File: src/rtl/eep_pkg.sv
package eep_pkg;

   typedef enum logic [2:0] {
      ST_IDLE,
      ST_HDR,
      ST_DATA,
      ST_RDOUT,
      ST_DONE
   } eep_state_e;

   typedef enum logic [2:0] {
      CMD_NONE,
      CMD_READ,
      CMD_WRITE,
      CMD_ERASE,
      CMD_ERAL,
      CMD_WRAL,
      CMD_EWEN,
      CMD_EWDS
   } eep_cmd_e;

   localparam logic [1:0] OPC_SYS   = 2'b00;
   localparam logic [1:0] OPC_WRITE = 2'b01;
   localparam logic [1:0] OPC_READ  = 2'b10;
   localparam logic [1:0] OPC_ERASE = 2'b11;

   localparam logic [1:0] SYS_LOCK   = 2'b00;
   localparam logic [1:0] SYS_FILL   = 2'b01;
   localparam logic [1:0] SYS_WIPE   = 2'b10;
   localparam logic [1:0] SYS_UNLOCK = 2'b11;

   function automatic eep_cmd_e decode_cmd(input logic [1:0] op, input logic [1:0] sel);
      eep_cmd_e c;
      case (op)
         OPC_READ:  c = CMD_READ;
         OPC_WRITE: c = CMD_WRITE;
         OPC_ERASE: c = CMD_ERASE;
         default: begin
            case (sel)
               SYS_UNLOCK: c = CMD_EWEN;
               SYS_LOCK:   c = CMD_EWDS;
               SYS_WIPE:   c = CMD_ERAL;
               default:    c = CMD_WRAL;
            endcase
         end
      endcase
      return c;
   endfunction

   function automatic logic is_prog(input eep_cmd_e c);
      return (c == CMD_ERASE) || (c == CMD_ERAL) || (c == CMD_WRITE) || (c == CMD_WRAL);
   endfunction

endpackage

File: src/rtl/eep_edge.sv
module eep_edge (
   input  logic clk,
   input  logic rst_n,
   input  logic sclk,
   input  logic cs,
   output logic sclk_rise,
   output logic cs_fall
);
   logic sclk_q, cs_q;

   always_ff @(posedge clk) begin
      if (!rst_n) begin
         sclk_q <= 1'b0;
         cs_q   <= 1'b0;
      end else begin
         sclk_q <= sclk;
         cs_q   <= cs;
      end
   end

   assign sclk_rise = sclk & ~sclk_q;
   assign cs_fall   = ~cs & cs_q;
endmodule

File: src/rtl/eep_frame.sv
module eep_frame
   import eep_pkg::*;
#(
   parameter int ADDR8_W = 7
) (
   input  logic               clk,
   input  logic               rst_n,
   input  logic               org_x16,
   input  logic               cs,
   input  logic               sclk_rise,
   input  logic               sdi,
   input  logic               busy,
   output eep_state_e         state_q,
   output eep_cmd_e           cmd_q,
   output logic [ADDR8_W-1:0] addr_q,
   output logic [15:0]        wdata_q,
   output logic               start_ok,
   output logic               rd_load,
   output logic [ADDR8_W-1:0] rd_addr
);
   localparam int HDR_W = 2 + ADDR8_W;
   localparam int CNT_W = $clog2(HDR_W + 17);

   logic [HDR_W-1:0]   hdr_q, hdr_n;
   logic [CNT_W-1:0]   cnt_q, hdr_last, data_last;
   logic [1:0]         op_n, top2_n;
   logic [ADDR8_W-1:0] addr_n;
   eep_cmd_e           cmd_n;
   logic               step, hdr_done;

   assign hdr_n     = {hdr_q[HDR_W-2:0], sdi};
   assign hdr_last  = org_x16 ? CNT_W'(HDR_W - 2) : CNT_W'(HDR_W - 1);
   assign data_last = org_x16 ? CNT_W'(15) : CNT_W'(7);
   assign op_n      = org_x16 ? hdr_n[HDR_W-2 -: 2] : hdr_n[HDR_W-1 -: 2];
   assign addr_n    = org_x16 ? {1'b0, hdr_n[ADDR8_W-2:0]} : hdr_n[ADDR8_W-1:0];
   assign top2_n    = org_x16 ? addr_n[ADDR8_W-2 -: 2] : addr_n[ADDR8_W-1 -: 2];
   assign cmd_n     = decode_cmd(op_n, top2_n);

   assign step     = sclk_rise & cs;
   assign hdr_done = step && (state_q == ST_HDR) && (cnt_q == hdr_last);
   assign start_ok = step && (state_q == ST_IDLE) && sdi && !busy;
   assign rd_load  = hdr_done && (cmd_n == CMD_READ);
   assign rd_addr  = addr_n;

   always_ff @(posedge clk) begin
      if (!rst_n) begin
         state_q <= ST_IDLE;
         cmd_q   <= CMD_NONE;
         cnt_q   <= '0;
         hdr_q   <= '0;
         addr_q  <= '0;
         wdata_q <= '0;
      end else if (!cs) begin
         state_q <= ST_IDLE;
         cnt_q   <= '0;
      end else if (step) begin
         case (state_q)
            ST_IDLE: begin
               if (start_ok) begin
                  state_q <= ST_HDR;
                  cnt_q   <= '0;
                  hdr_q   <= '0;
               end
            end
            ST_HDR: begin
               hdr_q <= hdr_n;
               cnt_q <= cnt_q + CNT_W'(1);
               if (hdr_done) begin
                  cmd_q   <= cmd_n;
                  addr_q  <= addr_n;
                  cnt_q   <= '0;
                  wdata_q <= '0;
                  case (cmd_n)
                     CMD_READ:           state_q <= ST_RDOUT;
                     CMD_WRITE, CMD_WRAL: state_q <= ST_DATA;
                     default:            state_q <= ST_DONE;
                  endcase
               end
            end
            ST_DATA: begin
               wdata_q <= {wdata_q[14:0], sdi};
               cnt_q   <= cnt_q + CNT_W'(1);
               if (cnt_q == data_last) state_q <= ST_DONE;
            end
            default: ;
         endcase
      end
   end
endmodule

File: src/rtl/eep_array.sv
module eep_array #(
   parameter int ADDR8_W = 7
) (
   input  logic               clk,
   input  logic               rst_n,
   input  logic               we,
   input  logic               all,
   input  logic               x16,
   input  logic [ADDR8_W-1:0] addr,
   input  logic [15:0]        wdata,
   input  logic [ADDR8_W-1:0] raddr,
   output logic [15:0]        rword
);
   localparam int NBYTES = 1 << ADDR8_W;

   logic [7:0] cells [NBYTES];

   for (genvar i = 0; i < NBYTES; i++) begin : g_cell
      localparam logic [ADDR8_W-1:0] IDX = ADDR8_W'(i);
      logic       hit;
      logic [7:0] bval;
      logic [7:0] cell_q;

      assign hit  = x16 ? (addr[ADDR8_W-2:0] == IDX[ADDR8_W-1:1]) : (addr == IDX);
      assign bval = (x16 && IDX[0]) ? wdata[15:8] : wdata[7:0];

      always_ff @(posedge clk) begin
         if (!rst_n)              cell_q <= 8'hFF;
         else if (we && (all || hit)) cell_q <= bval;
      end

      assign cells[i] = cell_q;
   end

   assign rword = x16 ? {cells[{raddr[ADDR8_W-2:0], 1'b1}], cells[{raddr[ADDR8_W-2:0], 1'b0}]}
                      : {8'h00, cells[raddr]};
endmodule

File: src/rtl/eep_busy.sv
module eep_busy #(
   parameter int BUSY_CYCLES = 400
) (
   input  logic clk,
   input  logic rst_n,
   input  logic load,
   output logic busy
);
   if (BUSY_CYCLES == 0) begin : g_instant
      assign busy = 1'b0;
   end else begin : g_count
      localparam int CW = $clog2(BUSY_CYCLES + 1);
      logic [CW-1:0] cnt_q;

      always_ff @(posedge clk) begin
         if (!rst_n)             cnt_q <= '0;
         else if (load)          cnt_q <= CW'(BUSY_CYCLES);
         else if (cnt_q != '0)   cnt_q <= cnt_q - CW'(1);
      end

      assign busy = (cnt_q != '0);
   end
endmodule

File: src/rtl/eep_uwire_slave.sv
module eep_uwire_slave
   import eep_pkg::*;
#(
   parameter int ADDR8_W     = 7,
   parameter int BUSY_CYCLES = 400
) (
   input  logic clk,
   input  logic rst_n,
   input  logic org_x16,
   input  logic cs,
   input  logic sclk,
   input  logic sdi,
   output logic sdo,
   output logic sdo_oe
);
   if (ADDR8_W < 3 || ADDR8_W > 10) begin : g_bad_addr
      $error("eep_uwire_slave: ADDR8_W must lie in 3..10");
   end
   if (BUSY_CYCLES < 0) begin : g_bad_busy
      $error("eep_uwire_slave: BUSY_CYCLES must not be negative");
   end

   logic               sclk_rise, cs_fall, busy, start_ok, rd_load;
   logic               commit, mem_we, mem_all, wen_q, status_q;
   eep_state_e         state_q;
   eep_cmd_e           cmd_q;
   logic [ADDR8_W-1:0] addr_q, rd_addr;
   logic [15:0]        wdata_q, mem_data, rword, rd_sh;

   eep_edge u_edge (
      .clk(clk), .rst_n(rst_n), .sclk(sclk), .cs(cs),
      .sclk_rise(sclk_rise), .cs_fall(cs_fall)
   );

   eep_frame #(.ADDR8_W(ADDR8_W)) u_frame (
      .clk(clk), .rst_n(rst_n), .org_x16(org_x16), .cs(cs),
      .sclk_rise(sclk_rise), .sdi(sdi), .busy(busy),
      .state_q(state_q), .cmd_q(cmd_q), .addr_q(addr_q), .wdata_q(wdata_q),
      .start_ok(start_ok), .rd_load(rd_load), .rd_addr(rd_addr)
   );

   assign commit   = cs_fall && (state_q == ST_DONE);
   assign mem_we   = commit && is_prog(cmd_q) && wen_q;
   assign mem_all  = (cmd_q == CMD_ERAL) || (cmd_q == CMD_WRAL);
   assign mem_data = ((cmd_q == CMD_WRITE) || (cmd_q == CMD_WRAL)) ? wdata_q : 16'hFFFF;

   eep_array #(.ADDR8_W(ADDR8_W)) u_array (
      .clk(clk), .rst_n(rst_n), .we(mem_we), .all(mem_all), .x16(org_x16),
      .addr(addr_q), .wdata(mem_data), .raddr(rd_addr), .rword(rword)
   );

   eep_busy #(.BUSY_CYCLES(BUSY_CYCLES)) u_busy (
      .clk(clk), .rst_n(rst_n), .load(mem_we), .busy(busy)
   );

   always_ff @(posedge clk) begin
      if (!rst_n) begin
         wen_q    <= 1'b0;
         status_q <= 1'b0;
         rd_sh    <= '0;
      end else begin
         if (commit && cmd_q == CMD_EWEN)      wen_q <= 1'b1;
         else if (commit && cmd_q == CMD_EWDS) wen_q <= 1'b0;

         if (mem_we)        status_q <= 1'b1;
         else if (start_ok) status_q <= 1'b0;

         if (rd_load)
            rd_sh <= org_x16 ? rword : {rword[7:0], 8'h00};
         else if (sclk_rise && cs && state_q == ST_RDOUT)
            rd_sh <= {rd_sh[14:0], 1'b0};
      end
   end

   assign sdo_oe = cs && ((state_q == ST_RDOUT) || (state_q == ST_IDLE && status_q));
   assign sdo    = (state_q == ST_RDOUT) ? rd_sh[15] : !busy;
endmodule

File: config.mk
export PLATFORM = sky130hd
export DESIGN_NAME = eep_uwire_slave
export DESIGN_NICKNAME = d
export VERILOG_FILES = /design/src/rtl/eep_pkg.sv /design/src/rtl/eep_edge.sv /design/src/rtl/eep_frame.sv /design/src/rtl/eep_array.sv /design/src/rtl/eep_busy.sv /design/src/rtl/eep_uwire_slave.sv
export SDC_FILE = /design/constraint.sdc
export NUM_CORES = 2
export LEC_CHECK = 0
export BUFFER_PORTS_ARGS = -buffer_cell sky130_fd_sc_hd__buf_2
export CORE_MARGIN = 4
export CORE_UTILIZATION = 35
export CTS_BUF_LIST = sky130_fd_sc_hd__clkbuf_8
export DETAILED_ROUTE_END_ITERATION = 16
export PLACE_DENSITY_LB_ADDON = 0.25
export SETUP_SLACK_MARGIN = 0.3
export SKIP_CTS_REPAIR_TIMING = 1
export SLEW_MARGIN = 30
export SYNTH_ARGS = -nofsm -noshare
export SYNTH_HDL_FRONTEND = slang
export SYNTH_SLANG_ARGS = --single-unit
File: constraint.sdc
create_clock -name clk -period 5.95 [get_ports clk]
set_input_delay 0.8925 -clock clk [delete_from_list [all_inputs] [get_ports clk]]
set_output_delay 0.8925 -clock clk [all_outputs]
set_load 0.005 [all_outputs]
==> flow_results.org <==
** Clocking
- Clock transition at the registers of the reported paths :: 0.06 ns
- Depth of the CTS H-tree :: 4
- Number of clock sinks :: 1095
- The longest clock path from root to sink contains 3 buffers.
- Clock tree from TritonCTS :: done
- The root buffer cell chosen for the clock tree is sky130_fd_sc_hd__clkbuf_8.
- Clock network latency to the later pin of the worst-skew pair :: 0.98 ns
- Number of CTS-inserted buffers :: 189

** Routing
- Aggregate routed wire length :: 227000 µm
- Detailed-route DRC error count :: 0
- First-pass iteration count of the detailed router :: 6
- DRT antenna net count :: 0
- Average wire length per cell after detail routing :: 29.9 µm
- For this block, the via count after detailed routing is 48700.
- After the first detailed-routing iteration, the DRC count stood at 7339.
- Average vias per placed instance :: 6.43

** Floorplan
- During I/O placement, the number of pins put on the boundary was 8.
- The floorplan step set the die width to 406 µm.
- Chip height :: 406 µm
- Area inside the core boundary :: 0.157 mm²
- In this run the core area contains 145 standard-cell rows.
- The initial utilization of the core area, before any placement, comes to 35.4%.
- Die Area :: 0.165 mm²

** Critical path
- The startpoint identified for the worst register-to-register timing path is u_frame.hdr_q[0].
- Highest-delay cell along the critical path :: sky130_fd_sc_hd__dfxtp_4
- Crit path largest cell delay :: 0.93 ns
- The setup path with the least slack is of type reg2reg.
- STA classifies the critical path startpoint as a flip-flop.
- Critical Path Stages :: 8
- The endpoint identified for the worst register-to-register timing path is rd_sh[11].
- STA classifies the critical path endpoint as a flip-flop.
- Worst setup path start :: u_frame.hdr_q[0]
- Worst Path Arrival :: 4.94 ns
- Number of buffer and inverter instances along the worst setup path :: 2
- Top Family by Delay on Critical Path :: buffers and inverters
- Setup slack on the worst reg-to-reg path comes out at 1.85 ns.
- The critical path ends at rd_sh[11].
- Data required time of the worst path :: 6.80 ns
- Highest fanout seen on the critical path :: 41
- Walking the worst path, the cells encountered are buf_4 -> buf_4 -> mux4_2 -> mux4_2 -> a21oi_1 -> a31oi_1 -> nor4_1 -> a21oi_1.
- R2R depth :: 8

** Power and ir drop
- Clock network fraction of design power :: 47.9%
- In this run the static leakage power is 24.4 nW.
- Switching part of the total :: 24.7%
- For this design the total switching power over the nets is 0.00374 W.
- Power spread over the standard cell area amounts to 249 mW/mm².
- The design draws 0.0152 W.
- Combinational share of power :: 3.4%
- IR analysis of the VDD net gives a maximum drop of 0.000225 V.
- Sequential cells account for 48.6% of the total power.
- Internal power consumption :: 0.0114 W

** Synth
- #FFs+latches synth :: 1095
- For this run, asynchronously set or reset flops after synthesis account for 0%.
- Mapped Nets :: 5627
- The synthesized netlist occupies a cell area of 0.0554 mm².
- Each instance of the synthesized netlist takes up on average 9.87 µm².
- Seq/Total Area, Yosys :: 39.5%
- The Yosys step of the flow raised 0 warnings.
- Yosys cell types :: 74
- Synthesized netlist cell count :: 5619
- Among all flip-flop cells after synthesis, the most frequent one is sky130_fd_sc_hd__dfxtp_1.
- Number of flops mapped to enable cells by yosys :: 0

** Timing
- Slew at the pin with the worst max-slew slack :: 1.08 ns
- The worst path needs 4.10 ns of the cycle, external delays included.
- The final count of pins violating max slew came to 0.
- Setup repair after global routing missed its margin :: no
- Setup violations remaining at the end of the flow were counted as 0.
- Achievable Freq :: 244 MHz
- Dividing the final minimum period by the clock period gives 68.9%.
- In this run the tightest slew margin relative to its limit is 27.8%.
- Final setup skew :: 0.0747 ns
- Endpoints failing hold :: 0
- Summed negative setup slack over all endpoints :: 0 ns

** GRT
- Maximum number of pins on one net before global-route repair :: 148
- Wire length of the first global-routing pass :: 326000 µm
- Total congestion overflow after global routing :: 0
- Aggregate global-route resource usage :: 26.9%
- The via count of the first global-routing pass came to 44200.
- Initial antenna violation count :: 15

** Final layout
- The area growth from synthesis to layout is 9.89%.
- In the layout the commonest cells are sky130_fd_sc_hd__nand2_1, sky130_fd_sc_hd__dfxtp_1, sky130_fd_sc_hd__o211ai_1.
- Fraction of the core area covered by cells at the end of the flow :: 38.9%
- In the final layout, the share of cells above drive strength 1 is 18.5%.
- The library cell used most frequently in the layout, excluding fill and tap cells, is sky130_fd_sc_hd__nand2_1.
- Post-Layout Cell Count :: 7567
- For this run, the post-layout net count is 5372.
- # fillers :: 15400
- After routing the design area is 0.0609 mm².

** Hold path
- Hold/Removal Path Class :: in2reg

** Placed design
- Once detailed placement completed, the half-perimeter wirelength came to 150000 µm.
- Summing all placed instances gives a cell area of 0.0569 mm².
- In this run, placement finished with an instance count of 7228.
- Count of input and output buffers :: 7
- Placer's final routability congestion estimate :: 1.02

** Job
- Max-capacitance violation count :: 0

** Run status
- The flow ran to the end, and the final reports show no timing, DRC or antenna violations.
[registers in the layout (all words and copies together), names as in the netlist]
signal	flops
u_edge.sclk_q	1
u_frame.cnt_q	5
status_q	1
u_frame.cmd_q	3
u_frame.addr_q	7
u_array.g_cell.cell_q	1024
u_frame.wdata_q	16
u_edge.cs_q	1
wen_q	1
rd_sh	16
u_frame.state_q	3
u_busy.g_count.cnt_q	9
u_frame.hdr_q	8
[Yosys cell counts (all sizes together) (38+ instances only)]
| library cell | n | area, µm² |
|---|---|---|
| o211ai | 1002 | 7520 |
| mux2i | 81 | 811 |
| nand2b | 38 | 238 |
| nand2 | 1254 | 4710 |
| clkbuf | 429 | 1610 |
| nor2b | 54 | 338 |
| nor3 | 38 | 200 |
| buf | 172 | 1140 |
| a21oi | 116 | 584 |
| nor2 | 158 | 593 |
| o22ai | 90 | 563 |
| o21ai | 213 | 1070 |
| dfxtp | 1095 | 21900 |
| nand3 | 90 | 450 |
| mux4 | 510 | 11500 |
[power by group through the flow]
stage / sequential, W / clock, W / combinational [W]
4_1_cts: 0.00737 / 0.00736 / 0.000519
5_1_grt: 0.00736 / 0.00767 / 0.000567
3_5_place_dp: 0.00753 / 0 / 0.000518
2_1_floorplan: 0.00752 / 0 / 0.000419
3_3_place_gp: 0.00753 / 0 / 0.000512
6_report: 0.00737 / 0.00726 / 0.000522
[cell type report]
type | instances | area, µm² | area share (%)
Multi-Input combinational cell | 3909 | 30900 | 50.8
Clock buffer | 246 | 3390 | 5.56
Inverter | 14 | 55.1 | 0.0904
Clock inverter | 85 | 558 | 0.916
Timing Repair Buffer | 155 | 1480 | 2.43
Sequential cell | 1095 | 21900 | 36.0
Tap cell | 2058 | 2570 | 4.23
Antenna cell | 5 | 12.5 | 0.0205
[logic make-up after synthesis]
family	Yosys count	synth area share, %
fa+ha+maj	2	0.0451
flops	1095	39.5
simple gates	1700	12.6
compound gates	1583	20.0
xor+xnor	10	0.158
mux	614	22.6
buf+inv	615	5.06
[stage by stage]
step | hold slack, ns | setup WS, ns
after detailed placement | 0.472 | 1.61
after global placement | 0.474 | 1.68
after CTS | 0.0729 | 1.96
final | 0.151 | 1.85
after global routing | 0.120 | 1.83
after floorplan | 0.444 | 2.93
[layer usage]
layer  share of wire (%)  global-route usage [%]
met1                  41                    37.3
met2                  42                    38.4
met3                  12                    7.55
met4                 5.4                    13.1
met5              0.0062                       0
[worst min-delay path by stage]
| stage | start | end | depth (start not counted) |
|---|---|---|---|
| global placement | status_q | status_q | 2 |
| global route | sclk | u_edge.sclk_q | 2 |
| finish | sclk | u_edge.sclk_q | 2 |
| detailed placement | status_q | status_q | 2 |
| floorplan | status_q | status_q | 2 |
| CTS | sclk | u_edge.sclk_q | 2 |
Power figures use the tool's default switching activity.
